$ cat src/rtl/dma_pkg.sv
package dma_pkg;
  typedef enum logic [1:0] {
    SEL_ADDR  = 2'd0,
    SEL_COUNT = 2'd1,
    SEL_ACK   = 2'd2
  } cfg_sel_e;
endpackage

$ cat src/rtl/dma_xfer_regs.sv
module dma_xfer_regs
  import dma_pkg::*;
#(
  parameter int AW = 16,
  parameter int CW = 16,
  parameter int DW = 16
) (
  input  logic          clk,
  input  logic          rst_n,
  input  logic          cfg_we,
  input  cfg_sel_e      cfg_sel,
  input  logic [DW-1:0] cfg_wdata,
  input  logic          step,
  output logic [AW-1:0] addr,
  output logic          active,
  output logic          irq
);
  logic [CW-1:0] cnt;

  assign active = (cnt != '0);

  always_ff @(posedge clk or negedge rst_n) begin
    if (!rst_n) begin
      addr <= '0;
      cnt  <= '0;
      irq  <= 1'b0;
    end else if (cfg_we) begin
      case (cfg_sel)
        SEL_ADDR:  addr <= cfg_wdata[AW-1:0];
        SEL_COUNT: begin
          cnt <= cfg_wdata[CW-1:0];
          irq <= 1'b0;
        end
        SEL_ACK:   irq <= 1'b0;
        default:   ;
      endcase
    end else if (step) begin
      addr <= addr + AW'(1);
      cnt  <= cnt - CW'(1);
      if (cnt == CW'(1)) irq <= 1'b1;
    end
  end

  AST_ADDR_STEP: assert property (@(posedge clk) disable iff (!rst_n)
    step |=> addr == $past(addr) + AW'(1));
  AST_CNT_STEP: assert property (@(posedge clk) disable iff (!rst_n)
    step |=> cnt == $past(cnt) - CW'(1));
  AST_STEP_NEEDS_COUNT: assert property (@(posedge clk) disable iff (!rst_n)
    step |-> cnt != '0);
  AST_IRQ_HOLD: assert property (@(posedge clk) disable iff (!rst_n)
    (irq && !(cfg_we && (cfg_sel == SEL_COUNT || cfg_sel == SEL_ACK))) |=> irq);
endmodule

$ cat src/rtl/dma_arb.sv
module dma_arb (
  input  logic clk,
  input  logic rst_n,
  input  logic cpu_req,
  input  logic dma_req,
  output logic cpu_gnt,
  output logic dma_gnt
);
  logic stole_last;

  assign dma_gnt = dma_req && !(stole_last && cpu_req);
  assign cpu_gnt = cpu_req && !dma_gnt;

  always_ff @(posedge clk or negedge rst_n) begin
    if (!rst_n) stole_last <= 1'b0;
    else        stole_last <= dma_gnt;
  end
endmodule

$ cat src/rtl/dma_fifo.sv
module dma_fifo #(
  parameter int DW    = 16,
  parameter int DEPTH = 2
) (
  input  logic          clk,
  input  logic          rst_n,
  input  logic          push,
  input  logic [DW-1:0] din,
  output logic          full,
  output logic          out_valid,
  input  logic          out_ready,
  output logic [DW-1:0] dout
);
  localparam int PW = (DEPTH > 1) ? $clog2(DEPTH) : 1;
  localparam int UW = $clog2(DEPTH + 1);

  logic [DW-1:0] store [DEPTH];
  logic [PW-1:0] wp, rp;
  logic [UW-1:0] used;
  logic          pop;

  assign out_valid = (used != '0);
  assign full      = (used == UW'(DEPTH));
  assign pop       = out_valid && out_ready;
  assign dout      = store[rp];

  always_ff @(posedge clk) begin
    if (push) store[wp] <= din;
  end

  always_ff @(posedge clk or negedge rst_n) begin
    if (!rst_n) begin
      wp   <= '0;
      rp   <= '0;
      used <= '0;
    end else begin
      if (push) wp <= (wp == PW'(DEPTH - 1)) ? '0 : wp + PW'(1);
      if (pop)  rp <= (rp == PW'(DEPTH - 1)) ? '0 : rp + PW'(1);
      case ({push, pop})
        2'b10:   used <= used + UW'(1);
        2'b01:   used <= used - UW'(1);
        default: used <= used;
      endcase
    end
  end

  AST_NO_OVERFLOW: assert property (@(posedge clk) disable iff (!rst_n)
    full |-> !push);
  AST_STREAM_HOLD: assert property (@(posedge clk) disable iff (!rst_n)
    (out_valid && !out_ready) |=> (out_valid && $stable(dout)));
endmodule

$ cat src/rtl/dma_steal_chan.sv
module dma_steal_chan
  import dma_pkg::*;
#(
  parameter int AW    = 16,
  parameter int CW    = 16,
  parameter int DW    = 16,
  parameter int DEPTH = 2
) (
  input  logic          clk,
  input  logic          rst_n,
  input  logic          cfg_we,
  input  logic [1:0]    cfg_sel,
  input  logic [DW-1:0] cfg_wdata,
  output logic          irq,
  input  logic          cpu_req,
  input  logic [AW-1:0] cpu_addr,
  output logic          cpu_gnt,
  output logic          mem_en,
  output logic [AW-1:0] mem_addr,
  input  logic [DW-1:0] mem_rdata,
  output logic          dma_act,
  output logic          dev_valid,
  input  logic          dev_ready,
  output logic [DW-1:0] dev_data
);
  logic [AW-1:0] ch_addr;
  logic          ch_active;
  logic          fifo_full;
  logic          dma_req;
  logic          dma_gnt;

  assign dma_req  = ch_active && !fifo_full && !cfg_we;
  assign dma_act  = dma_gnt;
  assign mem_en   = dma_gnt || cpu_gnt;
  assign mem_addr = dma_gnt ? ch_addr : cpu_addr;

  dma_xfer_regs #(.AW(AW), .CW(CW), .DW(DW)) u_regs (
    .clk       (clk),
    .rst_n     (rst_n),
    .cfg_we    (cfg_we),
    .cfg_sel   (cfg_sel_e'(cfg_sel)),
    .cfg_wdata (cfg_wdata),
    .step      (dma_gnt),
    .addr      (ch_addr),
    .active    (ch_active),
    .irq       (irq)
  );

  dma_arb u_arb (
    .clk     (clk),
    .rst_n   (rst_n),
    .cpu_req (cpu_req),
    .dma_req (dma_req),
    .cpu_gnt (cpu_gnt),
    .dma_gnt (dma_gnt)
  );

  dma_fifo #(.DW(DW), .DEPTH(DEPTH)) u_fifo (
    .clk       (clk),
    .rst_n     (rst_n),
    .push      (dma_gnt),
    .din       (mem_rdata),
    .full      (fifo_full),
    .out_valid (dev_valid),
    .out_ready (dev_ready),
    .dout      (dev_data)
  );

  AST_CPU_NEXT: assert property (@(posedge clk) disable iff (!rst_n)
    (cpu_req && $past(dma_gnt)) |-> (cpu_gnt && !dma_gnt));
  AST_CFG_QUIET: assert property (@(posedge clk) disable iff (!rst_n)
    cfg_we |-> !dma_act);
  AST_IDLE_NO_STEAL: assert property (@(posedge clk) disable iff (!rst_n)
    !ch_active |-> !dma_act);
endmodule

$ cat config.mk
export PLATFORM = sky130hd
export DESIGN_NAME = dma_steal_chan
export DESIGN_NICKNAME = d
export VERILOG_FILES = /design/src/rtl/dma_pkg.sv /design/src/rtl/dma_xfer_regs.sv /design/src/rtl/dma_arb.sv /design/src/rtl/dma_fifo.sv /design/src/rtl/dma_steal_chan.sv
export SDC_FILE = /design/constraint.sdc
export NUM_CORES = 1
export LEC_CHECK = 0
export BUFFER_PORTS_ARGS = -buffer_cell sky130_fd_sc_hd__buf_2
export CAP_MARGIN = 30
export CORE_UTILIZATION = 45
export DETAILED_ROUTE_END_ITERATION = 6
export PLACE_DENSITY = 0.69
export SYNTH_ARGS = -nofsm -noshare
export SYNTH_HDL_FRONTEND = slang
export SYNTH_SLANG_ARGS = --single-unit
$ cat constraint.sdc
create_clock -name clk -period 5.1 [get_ports clk]
set_clock_uncertainty 0.15 [all_clocks]
set_input_delay 1.275 -clock clk [delete_from_list [all_inputs] [get_ports clk]]
set_output_delay 1.275 -clock clk [all_outputs]
set_load 0.005 [all_outputs]
======== Word level (Yosys, flattened, before mapping) ========
Memories as Yosys holds them, arrays and structs flattened.
Cells that the tools add are included.
storage, ports and cells
  flip-flop bits (word level) ............. 38
  bits in writable memories ............... 32
  bits of input ports ..................... 55
  output and inout bits ................... 37
  logic and storage cells ................. 60
  memories ................................ 1
memories
  memory        depth  bits a word  rd ports  clocked after Yosys merged registers in  write ports  RTL line        source
  u_fifo.store  2      16           1         0                                        1            dma_fifo.sv:17  logic [DW-1:0] store [DEPTH];
operators by class
  $add $sub $neg .......................... 6
  eq/ne operators ......................... 9
  mux-type cells .......................... 16
  reductions and logical operators ........ 21
operators by type and width
  kind                   number
  $mux 16                7
  $add 16x1->16 const B  1
  $eq 16x1->1 const B    1
  $reduce_bool 16->1     1
  $sub 16x1->16 const B  1
  $mux 1                 8
  $reduce_bool 2->1      4
  $eq 2x2->1 const B     3
  $logic_and 1x1->1      6
  $eq 2x1->1 const B     2
  $logic_not 1->1        4
  $ne 2x1->1 const B     2
  $pmux 2 s2             1
  $reduce_and 2->1       2
  $reduce_and 3->1       1
  $add 1x1->1 const B    2
  $add 2x1->2 const B    1
  $logic_not 2->1        1
  $ne 2x2->1 const B     1
  $reduce_or 2->1        1
  $sub 2x1->2 const B    1
  $logic_or 1x1->1       1

======== Longest topological paths before layout ========
Gate-level depths: netlist of run 1.
  depth after elaboration ................. 8
  depth in mapped cells ................... 11
  mapped depth without buffers ............ 9

======== Hierarchy ========
A second synthesis of run 1 with hierarchy kept.
second synthesis, totals
  cell total of the unflattened synthesis .. 337
  area, all modules ....................... 3,893.7 µm²
modules (own cells, without submodules)
  module          instances  cells each  area each (µm²)  seq. area each (µm²)
  dma_xfer_regs   1          246         2,227.1          825.8
  dma_fifo        1          67          1,363.8          1,061.0
  dma_steal_chan  1          20          259.0            0.0
  dma_arb         1          4           43.8             25.0

======== Worst setup path before layout of run 1 ========
OpenSTA, ideal clock, no wires.
  path type ............................... input to output
  start point ............................. input cpu_req
  end point ............................... output mem_addr[7]
  data arrival time ....................... 2.403 ns
  required time ........................... 3.675 ns
  path slack .............................. 1.272 ns
  cell stages on the path ................. 7
  path buffers ............................ 2
  cell sequence ........................... a221o_1 a21o_4 inv_2 buf_6 buf_2 nand2_1 nand2_1
between the ends
  longest elaborated chain between the ends .. 4
RTL lines
  element            RTL line              source
  start, declared    dma_steal_chan.sv:15  input logic cpu_req,
  $logic_and 1x1->1  dma_arb.sv:11         assign dma_gnt = dma_req && !(stole_last && cpu_req);
  $logic_not 1->1    dma_arb.sv:11
  $logic_and 1x1->1  dma_arb.sv:11
  named net dma_act  dma_steal_chan.sv:21  output logic dma_act,
  $mux 16            dma_steal_chan.sv:35  assign mem_addr = dma_gnt ? ch_addr : cpu_addr;
  end, declared      dma_steal_chan.sv:19  output logic [AW-1:0] mem_addr,
The timed path passes the listed nets, and every way through them passes these cells.

======== Final worst setup path of run 1 ========
  start point ............................. register u_regs.cnt[7]
  end point ............................... output mem_addr[0]
between the ends
  longest elaborated chain between the ends .. 5
RTL lines
  element                          RTL line              source
  start, declared                  dma_xfer_regs.sv:18   logic [CW-1:0] cnt;
  start signal, assigned           dma_xfer_regs.sv:31   cnt <= cfg_wdata[CW-1:0];
  start signal, assigned           dma_xfer_regs.sv:39   cnt <= cnt - CW'(1);
  $reduce_bool 16->1               dma_xfer_regs.sv:20   assign active = (cnt != '0);
  $logic_and 1x1->1 (2 in series)  dma_steal_chan.sv:32  assign dma_req = ch_active && !fifo_full && !cfg_we;
  $logic_and 1x1->1                dma_arb.sv:11
  $mux 16                          dma_steal_chan.sv:35
No other way between the ends.

==> results of run 1 <==
[metal layers]
layer  GRT usage, %  routed length, µm  vias up
met3           4.61                608       22
met2           36.3               4560      133
li1               -                  -     1566
met5              0                  0        -
met1           29.4               4080     1574
met4           6.03                212        0
[through the flow]
stage                     util [%]  worst slack (ns)  total power [µW]  cell area (µm²)  instances
after detailed placement      52.6              1.04              1770             4320        550
final                         55.4             0.856              2280             4550        566
after CTS                     55.4             0.864              2290             4550        566
after global placement        52.6              1.05              1740             4320        550
after floorplan                  -              1.27              1500             3810        370
after global routing          55.4             0.696              2430             4550        566
[cell usage after synthesis (5+ instances only)]
cell / instances
a32oi_1: 9
dfrtp_1: 38
o22ai_1: 12
o2bb2ai_1: 10
mux2_2: 17
clkbuf_1: 8
nand2_1: 56
inv_1: 16
nor3_1: 10
and3_1: 7
nand3_1: 10
o21ai_0: 9
a21oi_1: 23
or3_1: 5
xnor2_1: 5
ha_1: 6
nor2_1: 14
buf_2: 5
edfxtp_1: 32
[power groups by stage]
stage | logic (µW) | clock network [µW] | registers, µW
final | 761 | 517 | 1000
after global routing | 854 | 550 | 1030
after CTS | 768 | 525 | 998
after detailed placement | 764 | 0 | 1010
after global placement | 747 | 0 | 997
after floorplan | 573 | 0 | 928
[cell type report]
class,count,area [µm²],share of cell area [%]
clock inverter,7,105,2.31
timing repair buffer,96,493,10.8
clock buffer,9,124,2.72
multi-input combinational,261,1720,37.8
inverter,18,67.6,1.48
tap,105,131,2.89
sequential,70,1910,42.0
[cell families after synthesis]
logic type	Yosys count	synth area share (%)
muxes	19	5.59
DFF	70	50.2
buffers and inverters	39	4.60
and+or+nand+nor	128	17.2
AOI/OAI and AO/OA	101	18.8
adders and majority gates	6	1.97
xor gates and xnor gates	7	1.61
[worst min path at each step]
| stage | startpoint | cells after the start | slack, ns | endpoint |
|---|---|---|---|---|
| final | u_fifo.used[1] | 1 | 0.35 | u_fifo.used[1] |
| after floorplan | u_fifo.used[1] | 1 | 0.31 | u_fifo.used[1] |
| after global placement | u_fifo.wp | 1 | 0.33 | u_fifo.wp |
| after CTS | u_fifo.used[1] | 1 | 0.35 | u_fifo.used[1] |
| after global routing | u_fifo.used[1] | 1 | 0.37 | u_fifo.used[1] |
| after detailed placement | u_fifo.used[1] | 1 | 0.34 | u_fifo.used[1] |
[worst max-delay path: stages, from the launching register on]
cell     delay (ns)
dfrtp_1        0.46
or4_1          0.59
nor4_4         0.44
a21o_4         0.33
buf_4          0.35
nand2_1        0.09
nand2_1        0.09
buf_2          0.11
[registers in the layout, summed over array words and instances (netlist names)]
signal            count
u_arb.stole_last      1
u_fifo.rp             1
u_fifo.store         32
u_fifo.used           2
u_fifo.wp             1
u_regs.addr          16
u_regs.cnt           16
u_regs.irq            1
==> results.cfg, run 1 <==
[sta]
timing.setup.tns_ns = 0
worst_pin_slew_ns = 0.890
post-route-period-util_pct = 83.2
grt_setup_unrepaired = false
fin_crit_ns = 4.24
fmax_mhz = 236
hold_violations = 0
max-slew-margin-rel_pct = 40.7
fin_hold_ws_ns = 0.349
slew_viol_final = 0
setup_viol = 0

[cts]
cts_max_level = 3
clockBufferDepth = 2
root_buffer = clkbuf_8
cts_inserted_buffers = 9
holdBufCountCts = 0
clkTransAtPathRegs_ns = 0.08
cts_sinks = 70
cts_tree = yes
clock_latency_ns = 0.35
post_cts_buffers = 0
cts_resized = 0

[routing]
drcViolationCount = 0
drtPass1Iterations = 5
num_vias = 3295
routed_wl_um = 9470
vias_per_cell = 5.82
drt_first_iter_violations = 189
drtAntennaViolNets = 0
wl_per_cell_um = 16.7

[synth]
synth_area_um2 = 3810
synth_edf_count = 32
post_synth_num_cell_types = 61
synth_area_leaders = edfxtp_1, dfrtp_1, nand2_1
ys_ff_latch = 70
yosysTopAreaCellShare_pct = 25.2
netlist.top_cell.by_area = edfxtp_1
yosys_most_used_dff = dfrtp_1
synth_seq_area_share_pct = 50.2
netlist_instances = 370
syn-num-nets = 431
yosysWarnings = 0
ys_async_sr_fraction_pct = 54.3
synth.avg_cell_area_um2 = 10.3

[worst_setup_path]
r2r_start = u_regs.cnt[7]
critical_path.endpoint = mem_addr[0]
r2r_end = u_fifo.store[1][7]
r2r_setup_slack_ns = 1.92
cp.arrival_ns = 2.82
crit_path_end_kind = primary output
required_ns = 3.67
reg2reg_depth = 6
crit_start = u_regs.cnt[7]
critPathMaxFanout = 30
cp-start-kind = register
critPathKind = register to primary output

[pwr]
ir_worst_vdd_uv = 189
p_sw_uw = 839
clkPwrFrac_pct = 22.7
combinationalPowerShare_pct = 33.4
netSwitchingFraction_pct = 36.8
pwr-share-seq_pct = 43.9
p_leak_uw = 0.00194
p_per_area_nw_per_um2 = 500
intPower_uw = 1440

[final_layout]
fill_cells = 757
area_growth_pct = 19.6
drive_gt1_share_pct = 30.2
final_common_cell = buf_2
diodes = 0
layout.nets = 517
mostFrequentLayoutCells = buf_2, nand2_1, dfrtp_1

[placement]
dpl.hpwl_um = 6570
gp_congestion = 0.825
io_buffers = 91

[floorplan]
start_util_pct = 46.3
io_pins = 92
dieArea_um2 = 8830
die_h_um = 94.0
rows = 33
core-area_um2 = 8220
die_w_um = 94.0

[flow_run]
max_cap_viol_count = 0

[global_routing]
gr-total-overflow = 0
grt_pass1_wl_um = 14900
gr-usage-all-layers_pct = 22.1
grt_pass1_vias = 2982
antenna_found_initial = 0
grt_max_degree = 52

[min_path]
hold_path_class = register to register

[outcome]
status = completed
Power figures use the tool's default switching activity.
==> run 2: changes to the inputs <==
--- a/config.mk
+++ b/config.mk
@@ -9,7 +9,7 @@
 export CAP_MARGIN = 30
 export CORE_UTILIZATION = 45
 export DETAILED_ROUTE_END_ITERATION = 6
-export PLACE_DENSITY = 0.69
+export PLACE_DENSITY = 0.72
 export SYNTH_ARGS = -nofsm -noshare
 export SYNTH_HDL_FRONTEND = slang
 export SYNTH_SLANG_ARGS = --single-unit
==> constraint.sdc (replaced) <==
create_clock -name clk -period 3.5 [get_ports clk]
set_clock_uncertainty 0.15 [all_clocks]
set_input_delay 0.875 -clock clk [delete_from_list [all_inputs] [get_ports clk]]
set_output_delay 0.875 -clock clk [all_outputs]
set_load 0.005 [all_outputs]
==> run 2 against run 1 <==
Compared with the run above:
- via count decreased by 0.18%
- worst hold slack lost 0.0060 ns
- power is 47% higher
- register-to-register slack lost 1.1 ns
- critical path depth up 1
- count of clock-buffer cells in the layout stayed put
- clock power is 46% higher
==> results.cfg, run 2 (synthesis results as in run 1) <==
[outcome]
status = completed

[final_layout]
regMostFlops = u_fifo.store
fin_area_um2 = 4630
top_regs = u_fifo.store: 32 flops, u_regs.addr: 16 flops, u_regs.cnt: 16 flops
utilization_pct = 56.3
diodes = 0
layout.nets = 524
area_growth_pct = 21.5
mostFrequentLayoutCells = buf_2, nand2_1, dfrtp_1
final_common_cell = buf_2
drive_gt1_share_pct = 31.6
largest_reg_flops = 32
finalNonFillerCells = 573

[routing]
drtAntennaViolNets = 0
drcViolationCount = 0
drtPass1Iterations = 4
drt_first_iter_violations = 186
wl_per_cell_um = 16.2
routed_wl_um = 9280
num_vias = 3289
vias_per_cell = 5.74

[flow_run]
max_cap_viol_count = 0

[worst_setup_path]
path_cells = or4_4, nor4_4, a21o_4, inv_2, buf_4, nand2_1, nand2_1, buf_2
cp-start-kind = register
r2r_setup_slack_ns = 0.79
required_ns = 2.47
critPathKind = register to primary output
crit_top_cell = nand2_1
crit_path_end_kind = primary output
critPathMaxFanout = 11
cp.arrival_ns = 2.32
cpMaxStageDelayCell = or4_4
cpPeakStageDelay_ns = 0.57

[sta]
timing.setup.tns_ns = 0
slew_viol_final = 0
fin_crit_ns = 3.34
hold_violations = 0
worst_pin_slew_ns = 0.900
fmax_mhz = 299
grt_setup_unrepaired = false
setup_viol = 0
max-slew-margin-rel_pct = 40.0
fin_hold_ws_ns = 0.343
post-route-period-util_pct = 95.5

[global_routing]
grt_pass1_vias = 3135
top_usage_layer = met2
use_met1_pct = 29.5
gr-total-overflow = 0
gr-usage-all-layers_pct = 22.4
antenna_found_initial = 0
grt_use_met2_pct = 36.1
grt_max_degree = 52
met3_usage_pct = 5.66
grt_pass1_wl_um = 15100

[placement]
dpl.cell_count = 555
dpl_cell_area_um2 = 4370
gp_congestion = 0.949
io_buffers = 91
dpl.hpwl_um = 6490

[cts]
clockBufferDepth = 2
root_buffer = clkbuf_8
cts_sinks = 70
cts_tree = yes
clkTransAtPathRegs_ns = 0.08
cts_inserted_buffers = 9
holdBufCountCts = 0
cts_max_level = 3
clock_latency_ns = 0.35

[floorplan]
start_util_pct = 46.3
io_pins = 92
core-area_um2 = 8220
rows = 33
die_w_um = 94.0
die_h_um = 94.0
dieArea_um2 = 8830

[pwr]
ir_worst_vdd_uv = 327
p_leak_uw = 0.00198
p_per_area_nw_per_um2 = 724

[min_path]
hold_path_class = register to register
==> run 2: metrics by stage <==
stage,power (µW),worst slack (ns)
after detailed placement,2600,0.278
after global routing,3600,0.00259
after floorplan,2190,0.467
final,3350,0.159
after CTS,3360,0.0729
after global placement,2560,0.302
==> run 2: layout make-up <==
class	instances	area, µm²
clock buffers	9	124
multi-input cells	261	1720
repair buffers	103	562
fillers	735	3590
flip-flops and latches	70	1910
well taps	105	131
clock inverters	7	106
inverters	18	67.6
==> run 2: final timing paths <==
kind / startpoint / end / cells past startpoint
min in group asynchronous: rst_n / u_regs.addr[10] / 1
min reg2reg: u_fifo.wp / u_fifo.wp / 1
min: u_fifo.wp / u_fifo.wp / 1
max in group asynchronous: rst_n / u_regs.cnt[8] / 1
max reg2reg: u_regs.cnt[10] / u_regs.cnt[0] / 8
max: u_regs.cnt[10] / mem_addr[8] / 8
==> run 2: worst max-delay path: cells and delay by family (launching register included) <==
kind	cells	cell delay (ns)
flip-flops	1	0.40
AND/OR/NAND/NOR	4	1.03
AO/OA/AOI/OAI	1	0.21
buffers and inverters	3	0.32
==> run 2: repair_timing <==
action                                  in CTS  in global routing
endpoints found under the setup margin       3                  5
resized for setup                            0                  3
setup buffers                                1                  1
pin swaps                                    1                  4
==> run 2: metal layers <==
layer  wire (µm)  part of all wire (%)
met1        4280                    46
met2        4380                    47
met3         507                   5.5
met4         102                   1.1
met5           0                     0
==> run 2: where the power goes <==
part | switching (µW) | total, µW | leakage, µW | internal (µW)
registers | 309 | 1460 | 0.000748 | 1150
logic | 569 | 1140 | 0.00112 | 574
clock network | 341 | 753 | 0.000116 | 412
total | 1220 | 3350 | 0.00198 | 2130
